## config.mk

```make
export PLATFORM = sky130hd
export DESIGN_NAME = alu_rop2
export DESIGN_NICKNAME = d
export VERILOG_FILES = /design/src/rtl/alu_rop2_pkg.sv /design/src/rtl/alu_operand_inv.sv /design/src/rtl/alu_adder.sv /design/src/rtl/alu_logic_unit.sv /design/src/rtl/alu_rop2.sv
export SDC_FILE = /design/constraint.sdc
export NUM_CORES = 1
export LEC_CHECK = 0
export ABC_CLOCK_PERIOD_IN_PS = 29100
export CAP_MARGIN = 20
export CORE_ASPECT_RATIO = 0.9
export CORE_MARGIN = 3
export CORE_UTILIZATION = 45
export DETAILED_ROUTE_END_ITERATION = 7
export PLACE_DENSITY_LB_ADDON = 0.3
export SLEW_MARGIN = 0
export SYNTH_ARGS = -nofsm -noshare
export SYNTH_HDL_FRONTEND = slang
export SYNTH_SLANG_ARGS = --single-unit
```

## constraint.sdc

```tcl
create_clock -name vclk -period 29.1
set_input_delay 5.82 -clock vclk [all_inputs]
set_output_delay 5.82 -clock vclk [all_outputs]
set_load 0.01 [all_outputs]
```

## src/rtl/alu_rop2_pkg.sv

```systemverilog
package alu_rop2_pkg;

   // Boolean function codes seen on logic_fn.
   typedef enum logic [2:0] {
      FN_AND  = 3'b000,
      FN_OR   = 3'b001,
      FN_XOR  = 3'b010,
      FN_ANDN = 3'b011,
      FN_NAND = 3'b100,
      FN_NOR  = 3'b101,
      FN_XORN = 3'b110,
      FN_ORN  = 3'b111
   } rop_fn_e;

   // Primitive gate applied bitwise by the boolean unit.
   typedef enum logic [1:0] {
      GATE_AND = 2'd0,
      GATE_OR  = 2'd1,
      GATE_XOR = 2'd2
   } gate_e;

   // Decoded controls for one boolean function.
   typedef struct packed {
      logic  inv_b;
      logic  inv_out;
      gate_e gate;
   } rop_ctl_t;

   function automatic rop_ctl_t decode_rop(input logic [2:0] code);
      rop_ctl_t c;
      c.inv_b   = (code[1:0] == 2'b11);
      c.inv_out = code[2] & (code[1:0] != 2'b11);
      unique case (code[1:0])
         2'b00:   c.gate = GATE_AND;
         2'b01:   c.gate = GATE_OR;
         2'b10:   c.gate = GATE_XOR;
         default: c.gate = code[2] ? GATE_OR : GATE_AND;
      endcase
      return c;
   endfunction

endpackage

```

## src/rtl/alu_operand_inv.sv

```systemverilog
module alu_operand_inv #(
   parameter int WIDTH = 16
) (
   input  logic [WIDTH-1:0] b_in,
   input  logic             inv,
   output logic [WIDTH-1:0] b_out
);
   assign b_out = b_in ^ {WIDTH{inv}};
endmodule

```

## src/rtl/alu_adder.sv

```systemverilog
module alu_adder #(
   parameter int WIDTH = 16
) (
   input  logic [WIDTH-1:0] a,
   input  logic [WIDTH-1:0] bx,
   input  logic             cin,
   output logic [WIDTH-1:0] sum,
   output logic             cout
);
   localparam int EXT = WIDTH + 1;

   logic [EXT-1:0] total;

   assign total = {1'b0, a} + {1'b0, bx} + {{WIDTH{1'b0}}, cin};
   assign sum   = total[WIDTH-1:0];
   assign cout  = total[EXT-1];
endmodule

```

## src/rtl/alu_logic_unit.sv

```systemverilog
module alu_logic_unit
   import alu_rop2_pkg::*;
#(
   parameter int WIDTH    = 16,
   parameter bit FULL_ROP = 1'b1
) (
   input  logic [WIDTH-1:0] a,
   input  logic [WIDTH-1:0] bx,
   input  logic [2:0]       fn,
   output logic             need_inv,
   output logic [WIDTH-1:0] y
);
   logic [2:0]       fn_eff;
   rop_ctl_t         ctl;
   logic [WIDTH-1:0] gate_y;

   generate
      if (FULL_ROP) begin : g_full
         assign fn_eff = fn;
      end else begin : g_reduced
         assign fn_eff = {1'b0, fn[1:0]};
      end
   endgenerate

   assign ctl      = decode_rop(fn_eff);
   assign need_inv = ctl.inv_b;

   always_comb begin
      unique case (ctl.gate)
         GATE_OR:  gate_y = a | bx;
         GATE_XOR: gate_y = a ^ bx;
         default:  gate_y = a & bx;
      endcase
   end

   assign y = gate_y ^ {WIDTH{ctl.inv_out}};
endmodule

```

## src/rtl/alu_rop2.sv

```systemverilog
module alu_rop2
   import alu_rop2_pkg::*;
#(
   parameter int WIDTH    = 16,
   parameter bit FULL_ROP = 1'b1
) (
   input  logic [WIDTH-1:0] opnd_a,
   input  logic [WIDTH-1:0] opnd_b,
   input  logic             arith_en,
   input  logic             sub_en,
   input  logic             chain_en,
   input  logic             flag_in,
   input  logic [2:0]       logic_fn,
   output logic [WIDTH-1:0] result,
   output logic             flag_out,
   output logic             zero_out
);
   generate
      if (WIDTH < 2) begin : g_bad_width
         $error("alu_rop2: WIDTH must be at least 2");
      end
   endgenerate

   logic             inv_b;
   logic             logic_inv;
   logic [WIDTH-1:0] b_x;
   logic [WIDTH-1:0] sum;
   logic             cout;
   logic             cin;
   logic [WIDTH-1:0] logic_y;

   // One complementer feeds both the adder and the boolean unit.
   assign inv_b = arith_en ? sub_en : logic_inv;

   alu_operand_inv #(.WIDTH(WIDTH)) u_inv (
      .b_in  (opnd_b),
      .inv   (inv_b),
      .b_out (b_x)
   );

   // Add: cin = carry.  Subtract: cin = NOT borrow (1 when unchained).
   assign cin = sub_en ^ (chain_en & flag_in);

   alu_adder #(.WIDTH(WIDTH)) u_add (
      .a    (opnd_a),
      .bx   (b_x),
      .cin  (cin),
      .sum  (sum),
      .cout (cout)
   );

   alu_logic_unit #(.WIDTH(WIDTH), .FULL_ROP(FULL_ROP)) u_logic (
      .a        (opnd_a),
      .bx       (b_x),
      .fn       (logic_fn),
      .need_inv (logic_inv),
      .y        (logic_y)
   );

   assign result   = arith_en ? sum : logic_y;
   assign flag_out = arith_en & (cout ^ sub_en);
   assign zero_out = ~|result;
endmodule

```

Word level (Yosys, flattened, before mapping)
Cells that the tools add are included.
{"block": "word_totals", "register_bits": 0, "inputBits": 39, "out_inout_bits": 18, "wordCells": 26}
{"block": "op_classes", "add_sub_neg": 2, "eq_ne": 6, "n_mux": 5, "bitwise_logic": 10, "reduce_logical": 3}
{"op": "bitwise XOR 16 bit", "n": 3}
{"op": "one-hot mux 16 bit (2 select lines)", "n": 1}
{"op": "adder 16 x 16 -> 17 bit", "n": 1}
{"op": "adder 17 x 1 -> 17 bit", "n": 1}
{"op": "AND 16 bit", "n": 1}
{"op": "two-way mux 16 bit", "n": 1}
{"op": "bitwise OR 16 bit", "n": 1}
{"op": "OR reduction 16 bit", "n": 1}
{"op": "== test 2 bit (second input constant)", "n": 3}
{"op": "one-hot mux 2 bit (3 select lines)", "n": 1}
{"op": "== test 2 x 1 -> 1 bit (second input constant)", "n": 2}
{"op": "AND 1 bit", "n": 3}
{"op": "logical NOT 2 bit", "n": 1}
{"op": "two-way mux 1 bit", "n": 2}
{"op": "!= test 2 bit (second input constant)", "n": 1}
{"op": "bitwise XOR 1 bit", "n": 2}
{"op": "logical NOT 1 bit", "n": 1}

Depth between registers and ports, before layout
{"block": "depth", "word_depth": 9, "depth_mapped": 23, "ltp_nobuf": 16}

Modules after synthesis
Synthesis repeated with hierarchy kept, for this count alone.
{"block": "hier_totals", "cells_unflattened": 327, "area_unflattened_um2": 2680.1}
{"module": "alu_logic_unit", "n_inst": 1, "cells_per_inst": 190, "area_per_inst_um2": 1486.4, "seq_area_each_um2": 0.0}
{"module": "alu_adder", "n_inst": 1, "cells_per_inst": 89, "area_per_inst_um2": 733.2, "seq_area_each_um2": 0.0}
{"module": "alu_rop2", "n_inst": 1, "cells_per_inst": 30, "area_per_inst_um2": 289.0, "seq_area_each_um2": 0.0}
{"module": "alu_operand_inv", "n_inst": 1, "cells_per_inst": 18, "area_per_inst_um2": 171.4, "seq_area_each_um2": 0.0}

Least setup slack after synthesis
OpenSTA, ideal clock, no wires.
{"block": "synth_path", "path_type": "input port to output port", "startpoint": "in logic_fn[0]", "endpoint": "out zero_out", "t_arrival_ps": 11544, "slack_ps": 11736, "path_stages": 23, "n_path_buf": 7, "path_cell_list": "buf_6 > buf_6 > buf_2 > clkbuf_1 > clkbuf_1 > clkbuf_1 > nand2_1 > o21ai_1 > buf_2 > xor2_1 > inv_1 > fa_1 > inv_1 > fa_1 > a211oi_2 > o21bai_1 > a21oi_1 > a221o_1 > or4_1 > or4_1 > or4_1 > a2111o_1 > and4b_1"}
{"block": "synth_via", "elab_chain_cells": 9, "elab_cells_between_ends": 21, "classes_between": "2 x add/sub; 6 x eq/ne; 4 x mux; 6 x bitwise; 3 x reduce/logical"}
{"item": "from (decl)", "line": "alu_rop2.sv:13", "text": "input logic [2:0] logic_fn,"}
{"item": "parallel branches: the longest is 6 deep, another holds adder 16 x 16 -> 17 bit"}
{"item": "two-way mux 16 bit (*)", "line": "alu_rop2.sv:60", "text": "assign result = arith_en ? sum : logic_y;"}
{"item": "net result[4]", "line": "alu_rop2.sv:14", "text": "output logic [WIDTH-1:0] result,"}
{"item": "OR reduction 16 bit (*)", "line": "alu_rop2.sv:62", "text": "assign zero_out = ~|result;"}
{"item": "logical NOT 1 bit (*)", "line": "alu_rop2.sv:62"}
{"item": "to (decl)", "line": "alu_rop2.sv:16", "text": "output logic zero_out"}
Mark *: on every way through the listed nets, which the timed path passes.

Worst setup path in the final report
{"block": "layout_path", "startpoint": "in logic_fn[1]", "endpoint": "out zero_out"}
{"block": "layout_via", "elab_chain_cells": 9, "elab_cells_between_ends": 21, "classes_between": "2 x add/sub; 6 x eq/ne; 4 x mux; 6 x bitwise; 3 x reduce/logical"}
{"item": "parallel branches: the longest is 6 deep, another holds adder 16 x 16 -> 17 bit"}
{"item": "two-way mux 16 bit (*)", "line": "alu_rop2.sv:60"}
{"item": "OR reduction 16 bit (*)", "line": "alu_rop2.sv:62"}
{"item": "logical NOT 1 bit (*)", "line": "alu_rop2.sv:62"}
Mark *: on every way between the ends.

==> flow_summary.json <==
{
  "status": "complete, no violations",
  "grt_start_max_net_pins": 66,
  "hp-class": "in2out",
  "start_kind": "input port",
  "viasPerCell": 5.639,
  "fillCellCount": 512,
  "fp-row-count": 24,
  "design_area_sq_um": 2965,
  "layout_min_cycle_time_ns": 17.37,
  "synth_compound_area_share_pct": 31.34,
  "cts_resized": 0,
  "portBuffers": 57,
  "nClkBuffers": 0,
  "slew_viol_final": 0,
  "rsz0062_at_grt": "no",
  "route.detailed.wl_per_inst_um": 13.63,
  "cp_max_fo": 48,
  "die_h_um": 75.15,
  "finalCritPeriodShare_pct": 59.70,
  "dp_cells": 468,
  "synth_xor_xnor_area_share_pct": 11.36,
  "p_per_area_nw_per_um2": 28.44,
  "place_area_sq_um": 2965,
  "synth_top_area_share_pct": 16.75,
  "critPathKind": "in2out",
  "drv_cap": 0,
  "ys_types": 51,
  "yosysWarnings": 0,
  "ant_nets": 0,
  "syn_area_per_cell_sq_um": 6.569,
  "grt_pass1_vias": 2408,
  "dp_hpwl_um": 4782,
  "drtIter0Drc": 152,
  "grt_pass1_wl_um": 10810,
  "die_area_sq_um": 6225,
  "end_kind": "primary output",
  "yosysTopAreaCell": "ha_1",
  "synth.mux.area_fraction_pct": 6.018,
  "ir_worst_vdd_mv": 0.01384,
  "die_w_um": 82.84,
  "ios": 57,
  "syn_area_sq_um": 2391,
  "start_util_pct": 47.97,
  "place_congestion": 0.8650,
  "stdcell_count": 468,
  "worst_slew_pin_slew_ns": 1.073,
  "synthToLayoutAreaGrowth_pct": 24.02,
  "coreArea_sq_um": 4985,
  "grt_use_total_pct": 19.70,
  "postCtsHoldBufs": 0,
  "crit_arrival_ns": 11.55,
  "ys_seq_area_share_pct": 0,
  "synth_top_family_by_area": "compound AO/OA/AOI/OAI gates",
  "wirelength_um": 6380,
  "yosys.area_share.adder_pct": 18.42,
  "overflow": 0,
  "fin_total_pwr_mw": 0.08433,
  "drtPass1Iterations": 4,
  "layout-drive-gt1-share_pct": 3.970,
  "slew_headroom_pct": 28.24,
  "setup_slack_ns": 11.73,
  "vias": 2639,
  "drcViolationCount": 0,
  "p_leak_nw": 1.394,
  "finalSetupViolations": 0,
  "tns_ns": 0,
  "crit_required_ns": 23.28,
  "design.seq.count": 0,
  "dpl_worst_slack_ns": 11.73,
  "hold_viol_final": 0,
  "post_cts_buffers": 0,
  "fin_nets": 478,
  "synthSimpleGateAreaFrac_pct": 21.82,
  "synthCells": 364,
  "antenna_cells": 0,
  "synth_fp_nets": 437,
  "fmax_mhz": 57.56,
  "antenna_found_initial": 0,
  "synthTopCellsByArea": "ha_1, xor2_1, a21oi_1",
  "regArea_sq_um": 0
}
[cell type report]
class	count	area [sq um]	share of cell area, %
Inverter	42	157.7	5.316
Multi-Input combinational cell	300	2131	71.86
Tap cell	65	81.33	2.743
Timing Repair Buffer	61	595.6	20.08
[cell usage in the layout (no fill, tap or decap), types with 4 or more instances in the layout]
cell / synthesis / layout
nor2b_1: 6 / 6
a21o_1: 9 / 9
o21ai_0: 16 / 16
xor2_1: 22 / 22
buf_4: 0 / 4
nand2_1: 33 / 33
nor3_1: 12 / 12
o21bai_1: 5 / 5
o21a_1: 4 / 4
nor2_1: 27 / 27
a211oi_1: 9 / 9
clkdlybuf4s50_1: 0 / 56
nand2b_1: 8 / 8
a31oi_1: 5 / 5
o211ai_1: 7 / 7
mux2i_1: 11 / 11
xnor2_1: 9 / 9
ha_1: 32 / 32
a21oi_1: 31 / 31
or2_2: 5 / 5
inv_1: 41 / 41
[critical path: stages]
cell and delay [ns]:
clkdlybuf4s50_1 0.46, buf_4 0.40, nand2_1 0.12, o21ai_2 0.13, buf_4 0.31, xor2_1 0.14
inv_1 0.12, fa_1 0.19, inv_1 0.05, fa_1 0.41, a211oi_2 0.30, o21bai_1 0.16
a21oi_1 0.08, a221o_1 0.27, or4_1 0.49, or4_1 0.47, or4_1 0.44, a2111o_1 0.41
and4b_1 0.24, clkdlybuf4s50_1 0.54
[metal layers]
layer	track usage (%)	vias up	part of all wire [%]
li1	-	1350	-
met1	26.29	1228	49
met2	37.01	59	47
met3	1.094	2	3.7
met4	1.452	0	0.30
met5	0	-	0
[cells in the mapped netlist (all sizes together), types with 4 or more instances]
master,instances
a31oi,5
xor2,22
buf,10
nand2b,8
o211ai,7
xnor2,9
a211oi,10
nand2,33
o21bai,5
or2,6
mux2i,11
a21o,9
nor2,27
nor2b,6
o21a,4
ha,32
clkbuf,12
nor3,12
inv,41
o21ai,17
a21oi,32
[through the flow]
step                      hold slack (ns)  util [%]
after floorplan                     11.85         -
after global placement              12.87     59.49
after detailed placement            12.88     59.49
after CTS                           12.88     59.49
after global routing                12.91     59.49
final                               12.87     59.49
[path summary, 6_finish.rpt]
check / from / end / slack (ns) / cells past startpoint
setup / recovery: logic_fn[1] / zero_out / 11.73 / 20
hold / removal: sub_en / flag_out / 12.87 / 4
[power breakdown]
| part | switching, mW | total (mW) | internal [mW] |
|---|---|---|---|
| Clock | 0 | 0 | 0 |
| Combinational | 0.0441 | 0.0843 | 0.0403 |
| Sequential | 0 | 0 | 0 |
[cell families (layout without fill, tap and decap cells)]
| kind of cell | after synthesis | after routing |
|---|---|---|
| compound gates | 112 | 112 |
| xor+xnor | 31 | 31 |
| simple gates | 109 | 109 |
| fa+ha+maj | 34 | 34 |
| buf+inv | 64 | 103 |
| mux | 14 | 14 |
Note: power is estimated with default switching activity, not from simulation.
